### src/rtl/regbuf_pkg.sv
package regbuf_pkg;

    localparam int WIDE_W = 25;
    localparam int HALF_W = 14;

    typedef enum logic [1:0] {
        MODE_PASS  = 2'd0,
        MODE_DUP_A = 2'd1,
        MODE_DUP_B = 2'd2
    } fan_mode_e;

    typedef struct packed {
        logic wide;
        logic vsel;
    } shape_t;

    function automatic fan_mode_e decode_mode(input shape_t s);
        if (!s.wide)
            return MODE_PASS;
        else if (!s.vsel)
            return MODE_DUP_A;
        else
            return MODE_DUP_B;
    endfunction

endpackage

### src/rtl/regbuf_gate.sv
module regbuf_gate (
    input  logic cs_dev_n,
    input  logic cs_rank_n,
    output logic load_en
);
    // both selects high freezes the register; any low select lets it load
    assign load_en = ~(cs_dev_n & cs_rank_n);
endmodule

### src/rtl/regbuf_map.sv
module regbuf_map
    import regbuf_pkg::*;
#(
    parameter int IN_W   = WIDE_W,
    parameter int HALF_W = regbuf_pkg::HALF_W
) (
    input  shape_t              shape,
    input  logic [IN_W-1:0]     d,
    output logic [2*HALF_W-1:0] main_nx,
    output logic [HALF_W-1:0]   alt_nx
);
    localparam int MAIN_W = 2 * HALF_W;

    logic [MAIN_W-1:0] pass_v, dupa_v, dupb_v;
    fan_mode_e         mode;

    assign mode = decode_mode(shape);

    for (genvar i = 0; i < MAIN_W; i++) begin : g_bit
        if (i < IN_W) begin : g_pass_in
            assign pass_v[i] = d[i];
        end else begin : g_pass_zero
            assign pass_v[i] = 1'b0;
        end
        if (i < HALF_W) begin : g_low
            assign dupa_v[i] = d[i];
            assign dupb_v[i] = d[i];
        end else begin : g_high
            assign dupa_v[i] = d[i-HALF_W];
            assign dupb_v[i] = 1'b0;
        end
    end

    always_comb begin
        unique case (mode)
            MODE_DUP_A: begin
                main_nx = dupa_v;
                alt_nx  = '0;
            end
            MODE_DUP_B: begin
                main_nx = dupb_v;
                alt_nx  = d[HALF_W-1:0];
            end
            default: begin
                main_nx = pass_v;
                alt_nx  = '0;
            end
        endcase
    end
endmodule

### src/rtl/regbuf_bank.sv
module regbuf_bank #(
    parameter int W = 8
) (
    input  logic         clk,
    input  logic         rst_n,
    input  logic         load_en,
    input  logic [W-1:0] d_in,
    output logic [W-1:0] q_out
);
    always_ff @(posedge clk or negedge rst_n) begin
        if (!rst_n)
            q_out <= '0;
        else if (load_en)
            q_out <= d_in;
    end

    // reset holds the bank at zero
    p_clear_r1: assert property (@(posedge clk) !rst_n |-> q_out == '0)
        else $error("p_clear_r1");

    // zero data into a zero bank never raises a bit
    p_quiet_r9: assert property (@(posedge clk) disable iff (!rst_n)
        (d_in == '0 && q_out == '0) |=> q_out == '0)
        else $error("p_quiet_r9");
endmodule

### src/rtl/cfg_fanout_reg.sv
module cfg_fanout_reg
    import regbuf_pkg::*;
#(
    parameter int IN_W   = WIDE_W,
    parameter int HALF_W = regbuf_pkg::HALF_W
) (
    input  logic                clk,
    input  logic                rst_n,
    input  logic                wide_mode,
    input  logic                dup_variant,
    input  logic                cs_dev_n,
    input  logic                cs_rank_n,
    input  logic [IN_W-1:0]     d_i,
    output logic [2*HALF_W-1:0] q_main_o,
    output logic [HALF_W-1:0]   q_alt_o
);
    localparam int MAIN_W = 2 * HALF_W;

    shape_t            shape;
    logic              load_en;
    logic [MAIN_W-1:0] main_nx;
    logic [HALF_W-1:0] alt_nx;

    assign shape = '{wide: wide_mode, vsel: dup_variant};

    regbuf_gate u_gate (
        .cs_dev_n  (cs_dev_n),
        .cs_rank_n (cs_rank_n),
        .load_en   (load_en)
    );

    regbuf_map #(.IN_W(IN_W), .HALF_W(HALF_W)) u_map (
        .shape   (shape),
        .d       (d_i),
        .main_nx (main_nx),
        .alt_nx  (alt_nx)
    );

    regbuf_bank #(.W(MAIN_W)) u_main (
        .clk     (clk),
        .rst_n   (rst_n),
        .load_en (load_en),
        .d_in    (main_nx),
        .q_out   (q_main_o)
    );

    regbuf_bank #(.W(HALF_W)) u_alt (
        .clk     (clk),
        .rst_n   (rst_n),
        .load_en (load_en),
        .d_in    (alt_nx),
        .q_out   (q_alt_o)
    );

    // an enabled one-to-one edge copies the inputs
    p_pass_r2: assert property (@(posedge clk) disable iff (!rst_n)
        (!wide_mode && !(cs_dev_n && cs_rank_n)) |=> q_main_o[IN_W-1:0] == $past(d_i))
        else $error("p_pass_r2");

    // unused outputs stay low in the one-to-one shape
    p_pass_hi_r3: assert property (@(posedge clk) disable iff (!rst_n)
        (!wide_mode && !(cs_dev_n && cs_rank_n)) |=> (q_main_o[MAIN_W-1:IN_W] == '0 && q_alt_o == '0))
        else $error("p_pass_hi_r3");

    // mapping A carries two identical halves on the main bus
    p_dup_a_r4: assert property (@(posedge clk) disable iff (!rst_n)
        (wide_mode && !dup_variant && !(cs_dev_n && cs_rank_n))
        |=> (q_main_o[HALF_W-1:0] == q_main_o[MAIN_W-1:HALF_W] && q_alt_o == '0
             && q_main_o[HALF_W-1:0] == $past(d_i[HALF_W-1:0])))
        else $error("p_dup_a_r4");

    // mapping B mirrors the low half onto the alt port
    p_dup_b_r5: assert property (@(posedge clk) disable iff (!rst_n)
        (wide_mode && dup_variant && !(cs_dev_n && cs_rank_n))
        |=> (q_alt_o == q_main_o[HALF_W-1:0] && q_main_o[MAIN_W-1:HALF_W] == '0))
        else $error("p_dup_b_r5");

    // both selects high freezes both ports
    p_hold_r6: assert property (@(posedge clk) disable iff (!rst_n)
        (cs_dev_n && cs_rank_n) |=> ($stable(q_main_o) && $stable(q_alt_o)))
        else $error("p_hold_r6");
endmodule

### config.mk
export PLATFORM = sky130hd
export DESIGN_NAME = cfg_fanout_reg
export DESIGN_NICKNAME = d
export VERILOG_FILES = /design/src/rtl/regbuf_pkg.sv /design/src/rtl/regbuf_gate.sv /design/src/rtl/regbuf_map.sv /design/src/rtl/regbuf_bank.sv /design/src/rtl/cfg_fanout_reg.sv
export SDC_FILE = /design/constraint.sdc
export NUM_CORES = 1
export LEC_CHECK = 0
export ABC_AREA = 1
export BUFFER_PORTS_ARGS = -buffer_cell sky130_fd_sc_hd__buf_2
export CAP_MARGIN = 10
export CORE_MARGIN = 2
export CORE_UTILIZATION = 47
export CTS_CLUSTER_SIZE = 40
export DETAILED_ROUTE_END_ITERATION = 12
export HOLD_SLACK_MARGIN = 0.02
export PLACE_DENSITY = 0.9
export SYNTH_ARGS = -nofsm -noshare
export SYNTH_HDL_FRONTEND = slang
export SYNTH_SLANG_ARGS = --single-unit
export TNS_END_PERCENT = 50
### constraint.sdc
create_clock -name clk -period 0.95 [get_ports clk]
set_clock_uncertainty 0.05 [all_clocks]
set_input_delay 0.095 -clock clk [delete_from_list [all_inputs] [get_ports clk]]
set_output_delay 0.095 -clock clk [all_outputs]
set_load 0.05 [all_outputs]
* Word level (Yosys, flattened, before mapping) *
Index checks and enable logic that the tools add are counted.

storage, ports and cells
  logic and storage cells = 9
  register bits = 42

operators by class
  equal/unequal tests = 2
  bitwise operators = 1
  multiplexer cells = 4

operators by type and width
  operator            number
  $pmux 28 s2         1
  $mux 14             1
  $mux 2              2
  $eq 2x1->1 const B  1
  $eq 2x2->1 const B  1
  $and 1x1->1         1

* Longest topological paths before layout *
Gate-level depths: netlist of run 1.

  depth in word-level cells = 4
  mapped depth = 6
  mapped depth without buffers = 5

* By module *
A second synthesis of run 1 with hierarchy kept.

unflattened totals
  cells, all modules = 264
  area, all modules = 2040.7 µm²

by module, submodules not included
  module                cells each  area each (µm²)  seq. area each (µm²)  times used
  regbuf_bank (u_main)  118         1076.0           700.7                 1
  regbuf_bank (u_alt)   59          530.5            350.3                 1
  regbuf_map            86          430.4            0.0                   1
  regbuf_gate           1           3.8              0.0                   1

* Worst setup path after synthesis of run 1 *
No wires, ideal clock.

  path type = reg-to-reg
  from = register u_main.q_out[14] (netlist name)
  to = register u_main.q_out[14]
  cell stages (with the launch flop) = 5
  data required time = 783 ps
  slack = -16 ps
  arrival = 799 ps
  library setup time = 117 ps
  clock period less this slack = 966 ps
  cells stage by stage = dfrtp_1 inv_1 nand3_1 nand2_1 nand2_1

RTL lines
  element                 line               text
  end signal: assignment  regbuf_bank.sv:14  q_out <= d_in;
  end: declaration        regbuf_bank.sv:8   output logic [W-1:0] q_out

* Worst setup path after layout of run 1 *
  from = register u_main.q_out[18]
  to = output port q_main_o[18]

RTL lines
  element           line                  text
  end: declaration  cfg_fanout_reg.sv:14  output logic [2*HALF_W-1:0] q_main_o,

No word-level cell between the ends.

==> metrics, run 1 <==
status finished with violations; failing checks negative setup slack; Endpoint, Worst Hold u_main.q_out[6]; Seq cells post-synth between 40 and 50; synthesized net count ~240; initial antenna violation count 0; crit path max fanout 2; Starting Density around half; XOR/XNOR Fraction of Synth Area 0%; Core Area between 3000 and 4000 um^2; Synth-to-Final Area Change 58.8%; all-layer global routing usage approximately 25%; EDFF count, synth 0; Synth top cells by count 105 x nand2_1, 42 x dfrtp_1, 13 x inv_1, 13 x o21ai_1; Max stage delay on crit path roughly 0.42 ns; adder-cell share of the synthesized area 0%; top cell type's share of synthesized area between 50% and 60%; Hold Path Cell Cnt 3; clock slew at reported path FFs about 0.080 ns; power after layout approximately 5.1 mW; Via density between 4 and 5; most common cell in the netlist nand2_1; count of cell types in the netlist 12; Min-Delay Startpoint d_i[6]; HP Class in2reg; crit share post-route 107%; pin count of the biggest net entering global routing 43; CTS tree done; Port Buffer Count 72; Final setup viols 43; pwr/cell area approximately 1800 nW/um^2; unrepaired setup endpoints after global routing true; final weighted congestion in routability-driven placement ~0.77; Buf/Inv on CP 1; critical path class reg2out; I/O pin count 73; Synth async-reset ratio 100%; sequential fraction of the synthesis area ~59%; grt met3 use under 10%; Post-synth top flop dfrtp_1; layout cells sized above 1 about 34%; GRT overflow 0; Max Freq approximately 980 MHz; width of the chip roughly 66 um; post-DP HPWL between 3000 and 4000 um; FF-to-FF path depth 4; Leak 1.54 nW; clk buf depth 2; M1 GR Usage between 20% and 30%; CP max-delay cell dfrtp_2; Ant. Diodes 0; area leader, netlist dfrtp_1; H-tree depth 2; first-pass GRT wire length a little under 8000 um; Root Buffer Master clkbuf_8; Final ANT Viol Nets 0; Avg Cell Area, Syn approximately 8.4 um^2; fin worst setup slack -0.0672 ns; Post-Syn Instances ~210; mux share of post-synthesis cell area 0%; per-cell routed wire length roughly 14 um; worst-skew pair later-pin latency a little under 0.3 ns; worst-path cell chain buf_6; full die area about 4300 um^2; CP startpoint u_main.q_out[18]; Simple-Gate Fraction of Synth Area between 20% and 30%; r2r startpoint u_alt.q_out[10]; Critical Path End Type output port; # DRC 0; number of nets in the layout 342; synth warn 0; cts bufs inserted 5; Final Hold Viols 0; Die Ht between 60 and 70 um; clk sinks 42; cell area after layout roughly 2800 um^2; Slew Limit Fails 0; final WL 5040 um; R2R Setup Slk -0.01 ns; end-of-flow core utilization 77.6%; crit start category flip-flop; DP Area around 2200 um^2; DRT Pass-1 Iters 4; vias in the first global route roughly 1800; Final Critical Period between 1 and 1.5 ns; total number of vias roughly 1800; Post-Syn Area about 1800 um^2; largest family of logic cells by synthesized area simple AND/OR/NAND/NOR gates; Worst slew margin 66.8%; CP top delay family flip-flops; required time worst endpoint around 0.8 ns; Max Cap Viol 0; gr busiest metal met2; worst IR drop on VDD 1.13 mV; Synth area leaders dfrtp_1 59%, nand2_1 22%, nand4_1 3.8%; CP arrival between 0.8 and 0.9 ns; Slew @ Worst Pin between 0.4 and 0.5 ns; Worst R2R End u_alt.q_out[10]; row cnt 22; initial drt markers 158; met2 Usage GRT a little under half; Synth Area in Compound Gates around 4.8%
==> through the flow <==
| step | hold slack [ns] | instances | setup slack, ns | setup TNS [ns] |
|---|---|---|---|---|
| detailed placement | 0.0343 | 329 | -0.0189 | -0.183 |
| CTS | 0.0224 | 351 | -0.0718 | -2.31 |
| finish | 0.0230 | 360 | -0.0672 | -2.21 |
| global route | 0.0301 | 360 | -0.0924 | -3.15 |
| global placement | 0.0312 | 329 | 0.0194 | 0 |
| floorplan | -0.251 | 213 | -0.0161 | -0.0944 |
==> power breakdown <==
group	switching [mW]	internal (mW)	total (mW)	leakage, nW
clock network	0.606	1.12	1.73	0.0714
registers	0.105	1.93	2.03	0.523
logic	0.836	0.490	1.33	0.945
total	1.55	3.54	5.08	1.54
==> cell families after synthesis <==
family	after synthesis
flip-flops	42
buffers and inverters	26
AO/OA/AOI/OAI	17
AND/OR/NAND/NOR	128
==> state kept, by name, indices dropped and copies added (netlist names) <==
signal,flops
u_alt.q_out,14
u_main.q_out,28
==> worst max path at each step <==
stage,slack (ns),depth (start not counted),end
floorplan,-0.02,4,u_main.q_out[19]
global placement,0.02,5,u_main.q_out[26]
detailed placement,-0.02,5,u_alt.q_out[0]
CTS,-0.07,1,q_main_o[17]
global route,-0.09,1,q_main_o[18]
finish,-0.07,1,q_main_o[18]
==> repair_timing <==
item                                    4_1_cts  5_1_grt
endpoints found under the setup margin       42       42
hold endpoints to repair                     54        0
buffers inserted                              3        9
hold buffers                                 11        0
gates resized for setup                      84        0
==> layout make-up <==
cell class | instances | area (um^2)
Tap cell | 48 | 60.1
Multi-Input combinational cell | 145 | 609
Inverter | 14 | 52.6
Sequential cell | 42 | 1060
Timing Repair Buffer | 103 | 921
Clock buffer | 6 | 82.6
Clock inverter | 2 | 60.1
Fill cell | 251 | 818
==> routing by layer <==
layer	part of all wire [%]	vias up
met5	0	-
met4	1.3	0
met3	5.7	8
met2	55	64
met1	38	858
li1	-	866
==> cell usage in the layout (no fill, tap or decap) <==
cell type	netlist	routed
nand2_2	1	1
dlygate4sd3_1	0	11
o21ai_0	4	4
buf_6	2	42
inv_2	1	1
nand2_1	105	105
dfrtp_2	0	5
nand3_1	11	11
o21ai_1	13	13
nand4_1	11	11
inv_1	13	13
bufinv_16	0	2
clkbuf_8	0	6
buf_4	2	17
dfrtp_1	42	37
buf_12	0	3
buf_2	8	30
No activity file was read; power rests on OpenSTA's default activity.
==> run 2, diff against run 1 <==
Settings changed: CORE_ASPECT_RATIO set to 1.2, REMOVE_ABC_BUFFERS set to 1.
==> metrics, run 2 (synthesized netlist as in run 1, its figures left out) <==
status finished with violations (unchanged); failing checks negative setup slack (unchanged); row cnt 24 (was 22); pin count of the biggest net entering global routing 43 (unchanged); Core Area 3630 um^2 (was 3660 um^2); CP top delay family flip-flops (unchanged); Buf/Inv on CP 1 (unchanged); Max Freq 996 MHz (was 983 MHz); layout cells sized above 1 31.0% (was 34.3%); CTS tree done (unchanged); crit share post-route 106% (was 107%); Worst slew margin 67.8% (was 66.8%); clock share of power 24.3% (was 34.0%); critical path endpoint q_alt_o[11] (was q_main_o[18]); crit start category flip-flop (unchanged); Max stage delay on crit path 0.41 ns (was 0.42 ns); width of the chip 60.3 um (was 65.7 um); Worst path depth 1 (unchanged); end-of-flow core utilization 75.6% (was 77.6%); all-layer global routing usage 25.1% (was 24.5%); Leak 1.49 nW (was 1.54 nW); I/O pin count 73 (unchanged); final WL 5040 um (about the same); Slew @ Worst Pin 0.483 ns (was 0.498 ns); Final Critical Period 1.00 ns (was 1.02 ns); FF-to-FF path depth 5 (was 4); commonest non-fill, non-tap cells in the layout 105 x nand2_1, 42 x buf_6, 42 x dfrtp_1 (was 105 x nand2_1, 42 x buf_6, 37 x dfrtp_1); final weighted congestion in routability-driven placement 0.744 (was 0.767); Filler cells 259 (was 251); number of nets in the layout 341 (was 342); clk buf depth 2 (unchanged); register area 1050 um^2 (was 1060 um^2); r2r startpoint u_main.q_out[15] (was u_alt.q_out[10]); Worst R2R End u_main.q_out[15] (was u_alt.q_out[10]); Slew Limit Fails 0 (unchanged); vias in the first global route 1759 (was 1796); CP arrival 0.86 ns (was 0.87 ns); per-cell routed wire length 13.9 um (was 14.0 um); critical path class reg2out (unchanged); clock slew at reported path FFs 0.08 ns (about the same); Synth-to-Final Area Change 53.5% (was 58.8%); DRT Pass-1 Iters 4 (unchanged); fin worst setup slack -0.0545 ns (was -0.0672 ns); worst IR drop on VDD 1.00 mV (was 1.13 mV); H-tree depth 2 (unchanged); required time worst endpoint 0.81 ns (about the same); Sw Ratio 34.1% (was 30.4%); Largest regs u_main.q_out (28), u_alt.q_out (14) (unchanged); Final ANT Viol Nets 0 (unchanged); Critical Path End Type output port (unchanged); Largest register FFs 28 (unchanged); R2R Setup Slk 0.05 ns (was -0.01 ns); worst-path cell chain buf_6 (unchanged); initial drt markers 67 (was 158); Ant. Diodes 0 (unchanged); area taken by multi-input logic gates 609 um^2 (unchanged); Final Hold Viols 0 (unchanged); crit path max fanout 2 (unchanged); Root Buffer Master clkbuf_8 (unchanged); Starting Density 49.3% (was 48.9%); HP Class in2reg (unchanged); pwr/cell area 1610 nW/um^2 (was 1790 nW/um^2); CP max-delay cell dfrtp_1 (was dfrtp_2); Reg power frac 45.9% (was 40.0%); Switch Pwr 1.50 mW (was 1.55 mW); most common cell after layout, fill and taps aside nand2_1 (unchanged); post-DP HPWL 3130 um (about the same); total number of vias 1788 (was 1796); internal power 2.91 mW (was 3.54 mW); # DRC 0 (unchanged); worst-skew pair later-pin latency 0.29 ns (about the same); CP startpoint u_alt.q_out[11] (was u_main.q_out[18]); full die area 4320 um^2 (about the same); setup_tns -1.71 ns (was -2.21 ns); Final setup viols 42 (was 43); clk sinks 42 (unchanged); Biggest register u_main.q_out (unchanged); Max Cap Viol 0 (unchanged); Die Ht 71.6 um (was 65.7 um); cts bufs inserted 5 (unchanged); combinational share of power 29.8% (was 26.1%); Via density 4.94 (was 4.99); GRT overflow 0 (unchanged); unrepaired setup endpoints after global routing true (unchanged); Port Buffer Count 72 (unchanged); first-pass GRT wire length 8020 um (was 7940 um); initial antenna violation count 0 (unchanged)
==> run 2: changes by cell type in the layout (fill, tap and decap cells not counted), sizes merged <==
cell,previous run,this run
clkbuf,6,7
bufinv,2,0
buf,92,89
dlygate4sd3,11,13
==> run 2: repair_timing <==
action                                 in CTS  in global routing
resized for setup                          84                  0
pin swaps                                   0                  1
hold buffers                               13                  0
setup buffers                               1                  6
endpoints found under the hold margin      55                  0
setup endpoints to repair                  42                 43
==> run 2: how the worst min path moves through the flow <==
stage	startpoint	end	slack, ns	cells after the start
4_1_cts	d_i[10]	u_main.q_out[24]	0.02	3
2_1_floorplan	rst_n	u_alt.q_out[0]	-0.25	0
3_3_place_gp	rst_n	u_alt.q_out[9]	0.03	2
5_1_grt	d_i[10]	u_main.q_out[24]	0.03	3
6_report	d_i[10]	u_main.q_out[24]	0.02	3
3_5_place_dp	rst_n	u_main.q_out[9]	0.03	2
==> run 2: layout make-up <==
| cell class | count | share of cell area (%) |
|---|---|---|
| Sequential cell | 42 | 38.3 |
| Tap cell | 52 | 2.37 |
| Inverter | 14 | 1.91 |
| Multi-Input combinational cell | 145 | 22.2 |
| Clock buffer | 7 | 2.78 |
| Timing Repair Buffer | 102 | 32.5 |
==> run 2: metrics by stage <==
step           hold WS [ns]  worst slack, ns  cells  power, mW  cell area, um^2
2_1_floorplan        -0.251           -0.112    201       2.72             1710
3_3_place_gp         0.0346           0.0266    335       3.07             2230
3_5_place_dp         0.0338          -0.0184    335       3.09             2230
4_1_cts              0.0212          -0.0571    356       4.40             2700
5_1_grt              0.0304          -0.0745    362       4.59             2750
6_report             0.0223          -0.0545    362       4.41             2750
==> run 2: power groups by stage <==
stage	Sequential [mW]	Clock (mW)	Combinational [mW]
after CTS	2.02	1.10	1.28
after floorplan	2.50	0	0.212
after global routing	2.04	1.15	1.40
after global placement	2.02	0	1.05
final	2.02	1.07	1.32
after detailed placement	2.02	0	1.07
==> run 2: metal layers <==
metal  routed length [um]  vias to the layer above  track usage, %
li1                     -                      860               -
met1                 2100                      841            31.4
met2                 2500                       76            40.2
met3                  340                       11            7.94
met4                   96                        0            9.38
met5                    0                        -               0
==> run 3, diff against run 2 <==
Settings changed: SKIP_LAST_GASP set to 1, TNS_END_PERCENT 50 to 100.
==> metrics, run 3 (synthesized netlist as in run 1, its figures left out) <==
Largest regs u_main.q_out (28), u_alt.q_out (14) (unchanged); per-cell routed wire length 14.1 um (was 13.9 um); vias in the first global route 1768 (was 1759); unrepaired setup endpoints after global routing true (unchanged); Hold Path Cell Cnt 3 (unchanged); crit path max fanout 2 (unchanged); Die Ht 71.6 um (unchanged); clk buf depth 2 (unchanged); internal power 2.96 mW (was 2.91 mW); crit share post-route 106% (about the same); most common cell after layout, fill and taps aside nand2_1 (unchanged); width of the chip 60.3 um (unchanged); cell area after layout 2850 um^2 (was 2750 um^2); pin count of the biggest net entering global routing 43 (unchanged); all-layer global routing usage 25.8% (was 25.1%); number of nets in the layout 354 (was 341); GRT overflow 0 (unchanged); full die area 4320 um^2 (unchanged); post-DP HPWL 3130 um (unchanged); final WL 5300 um (was 5040 um); row cnt 24 (unchanged); Max Cap Viol 0 (unchanged); DRT Pass-1 Iters 4 (unchanged); cts bufs inserted 5 (unchanged); initial antenna violation count 0 (unchanged); CP arrival 0.86 ns (about the same); met2 Usage GRT 42.8% (was 40.2%); required time worst endpoint 0.81 ns (about the same); failing checks negative setup slack (unchanged); placed cells 335 (unchanged); Reg power frac 45.2% (was 45.9%); gr busiest metal met2 (unchanged); Final Critical Period 1.00 ns (about the same); Post-Layout Cell Count 375 (was 362); first-pass GRT wire length 8200 um (was 8020 um); r2r startpoint u_alt.q_out[12] (was u_main.q_out[15]); Starting Density 49.3% (unchanged); DP Area 2230 um^2 (unchanged); Final setup viols 42 (unchanged); CP max-delay cell dfrtp_1 (unchanged); Endpoint, Worst Hold u_main.q_out[24] (unchanged); Slew @ Worst Pin 0.480 ns (was 0.483 ns); Worst R2R End u_alt.q_out[12] (was u_main.q_out[15]); CTS tree done (unchanged); pre-CTS WS -0.0184 ns (unchanged); Buf/Inv on CP 1 (unchanged); H-tree depth 2 (unchanged); combinational share of power 30.9% (was 29.8%); crit start category flip-flop (unchanged); status finished with violations (unchanged); Max Freq 998 MHz (was 996 MHz); total number of vias 1825 (was 1788); Largest register FFs 28 (unchanged); M1 GR Usage 31.7% (was 31.4%); # DRC 0 (unchanged); Min-Delay Startpoint d_i[10] (unchanged); Max stage delay on crit path 0.41 ns (about the same); worst-path cell chain buf_6 (unchanged); CP top delay family flip-flops (unchanged); CP startpoint u_main.q_out[20] (was u_alt.q_out[11]); fin worst setup slack -0.0523 ns (was -0.0545 ns); Switch Pwr 1.52 mW (was 1.50 mW); minimum hold slack 0.0225 ns (was 0.0223 ns); I/O pin count 73 (unchanged); worst IR drop on VDD 0.959 mV (was 1.00 mV); layout cells sized above 1 34.1% (was 31.0%); commonest non-fill, non-tap cells in the layout 105 x nand2_1, 42 x buf_6, 42 x dfrtp_1 (unchanged); worst-skew pair later-pin latency 0.28 ns (was 0.29 ns); Critical Path End Type output port (unchanged); Final Hold Viols 0 (unchanged); Root Buffer Master clkbuf_8 (unchanged); Leak 1.56 nW (was 1.49 nW); Via density 4.87 (was 4.94); Port Buffer Count 72 (unchanged); Ant. Diodes 0 (unchanged); Slew Limit Fails 0 (unchanged); Worst slew margin 67.9% (was 67.8%); Core Area 3630 um^2 (unchanged); initial drt markers 109 (was 67); Sw Ratio 34.0% (was 34.1%); FF-to-FF path depth 4 (was 5); final weighted congestion in routability-driven placement 0.744 (unchanged); Final ANT Viol Nets 0 (unchanged); critical path class reg2out (unchanged); Synth-to-Final Area Change 58.9% (was 53.5%); pwr/cell area 1570 nW/um^2 (was 1610 nW/um^2); clock slew at reported path FFs 0.08 ns (about the same); clock share of power 23.9% (was 24.3%); Biggest register u_main.q_out (unchanged); R2R Setup Slk 0.02 ns (was 0.05 ns); clk sinks 42 (unchanged); HP Class in2reg (unchanged); grt met3 use 7.58% (was 7.94%)
run 3: changes by cell type in the layout (fill, tap and decap cells not counted):
| cell | before | now |
|---|---|---|
| buf_4 | 16 | 29 |
| inv_1 | 13 | 12 |
| inv_2 | 1 | 2 |
run 3: area by class of cell:
class	instances	area [um^2]
Clock buffer	7	76.3
Fill cell	258	788
Inverter	14	52.6
Multi-Input combinational cell	145	609
Sequential cell	42	1050
Tap cell	52	65.1
Timing Repair Buffer	115	991
run 3: routing by layer:
layer	part of all wire [%]	vias to the layer above
met4	1.9	0
met1	40	856
met3	6.2	11
met5	0	-
met2	52	71
li1	-	887
run 3: worst max-delay path by stage:
stage,end,cells past startpoint
after floorplan,u_alt.q_out[13],4
after global placement,u_alt.q_out[11],5
after detailed placement,u_main.q_out[10],5
after CTS,q_main_o[20],1
after global routing,q_main_o[25],1
final,q_main_o[20],1
run 3: stage by stage:
step | util [%] | power [mW] | setup TNS (ns)
2_1_floorplan | - | 2.72 | -2.96
3_3_place_gp | 61.3 | 3.07 | 0
3_5_place_dp | 61.3 | 3.09 | -0.0382
4_1_cts | 75.6 | 4.43 | -1.97
5_1_grt | 78.3 | 4.65 | -2.71
6_report | 78.3 | 4.48 | -1.66
run 3: what timing repair did:
item,CTS,global route
hold buffers,13,0
cloned,0,0
setup buffers,7,13
hold endpoints to repair,55,0
resized for setup,84,1
endpoints found under the setup margin,42,44
pin swaps,0,3
run 3: power by group through the flow:
stage	Sequential [mW]	Clock, mW	Combinational, mW
floorplan	2.50	0	0.212
detailed placement	2.02	0	1.07
global placement	2.02	0	1.05
CTS	2.02	1.10	1.31
global route	2.04	1.15	1.47
finish	2.02	1.07	1.38
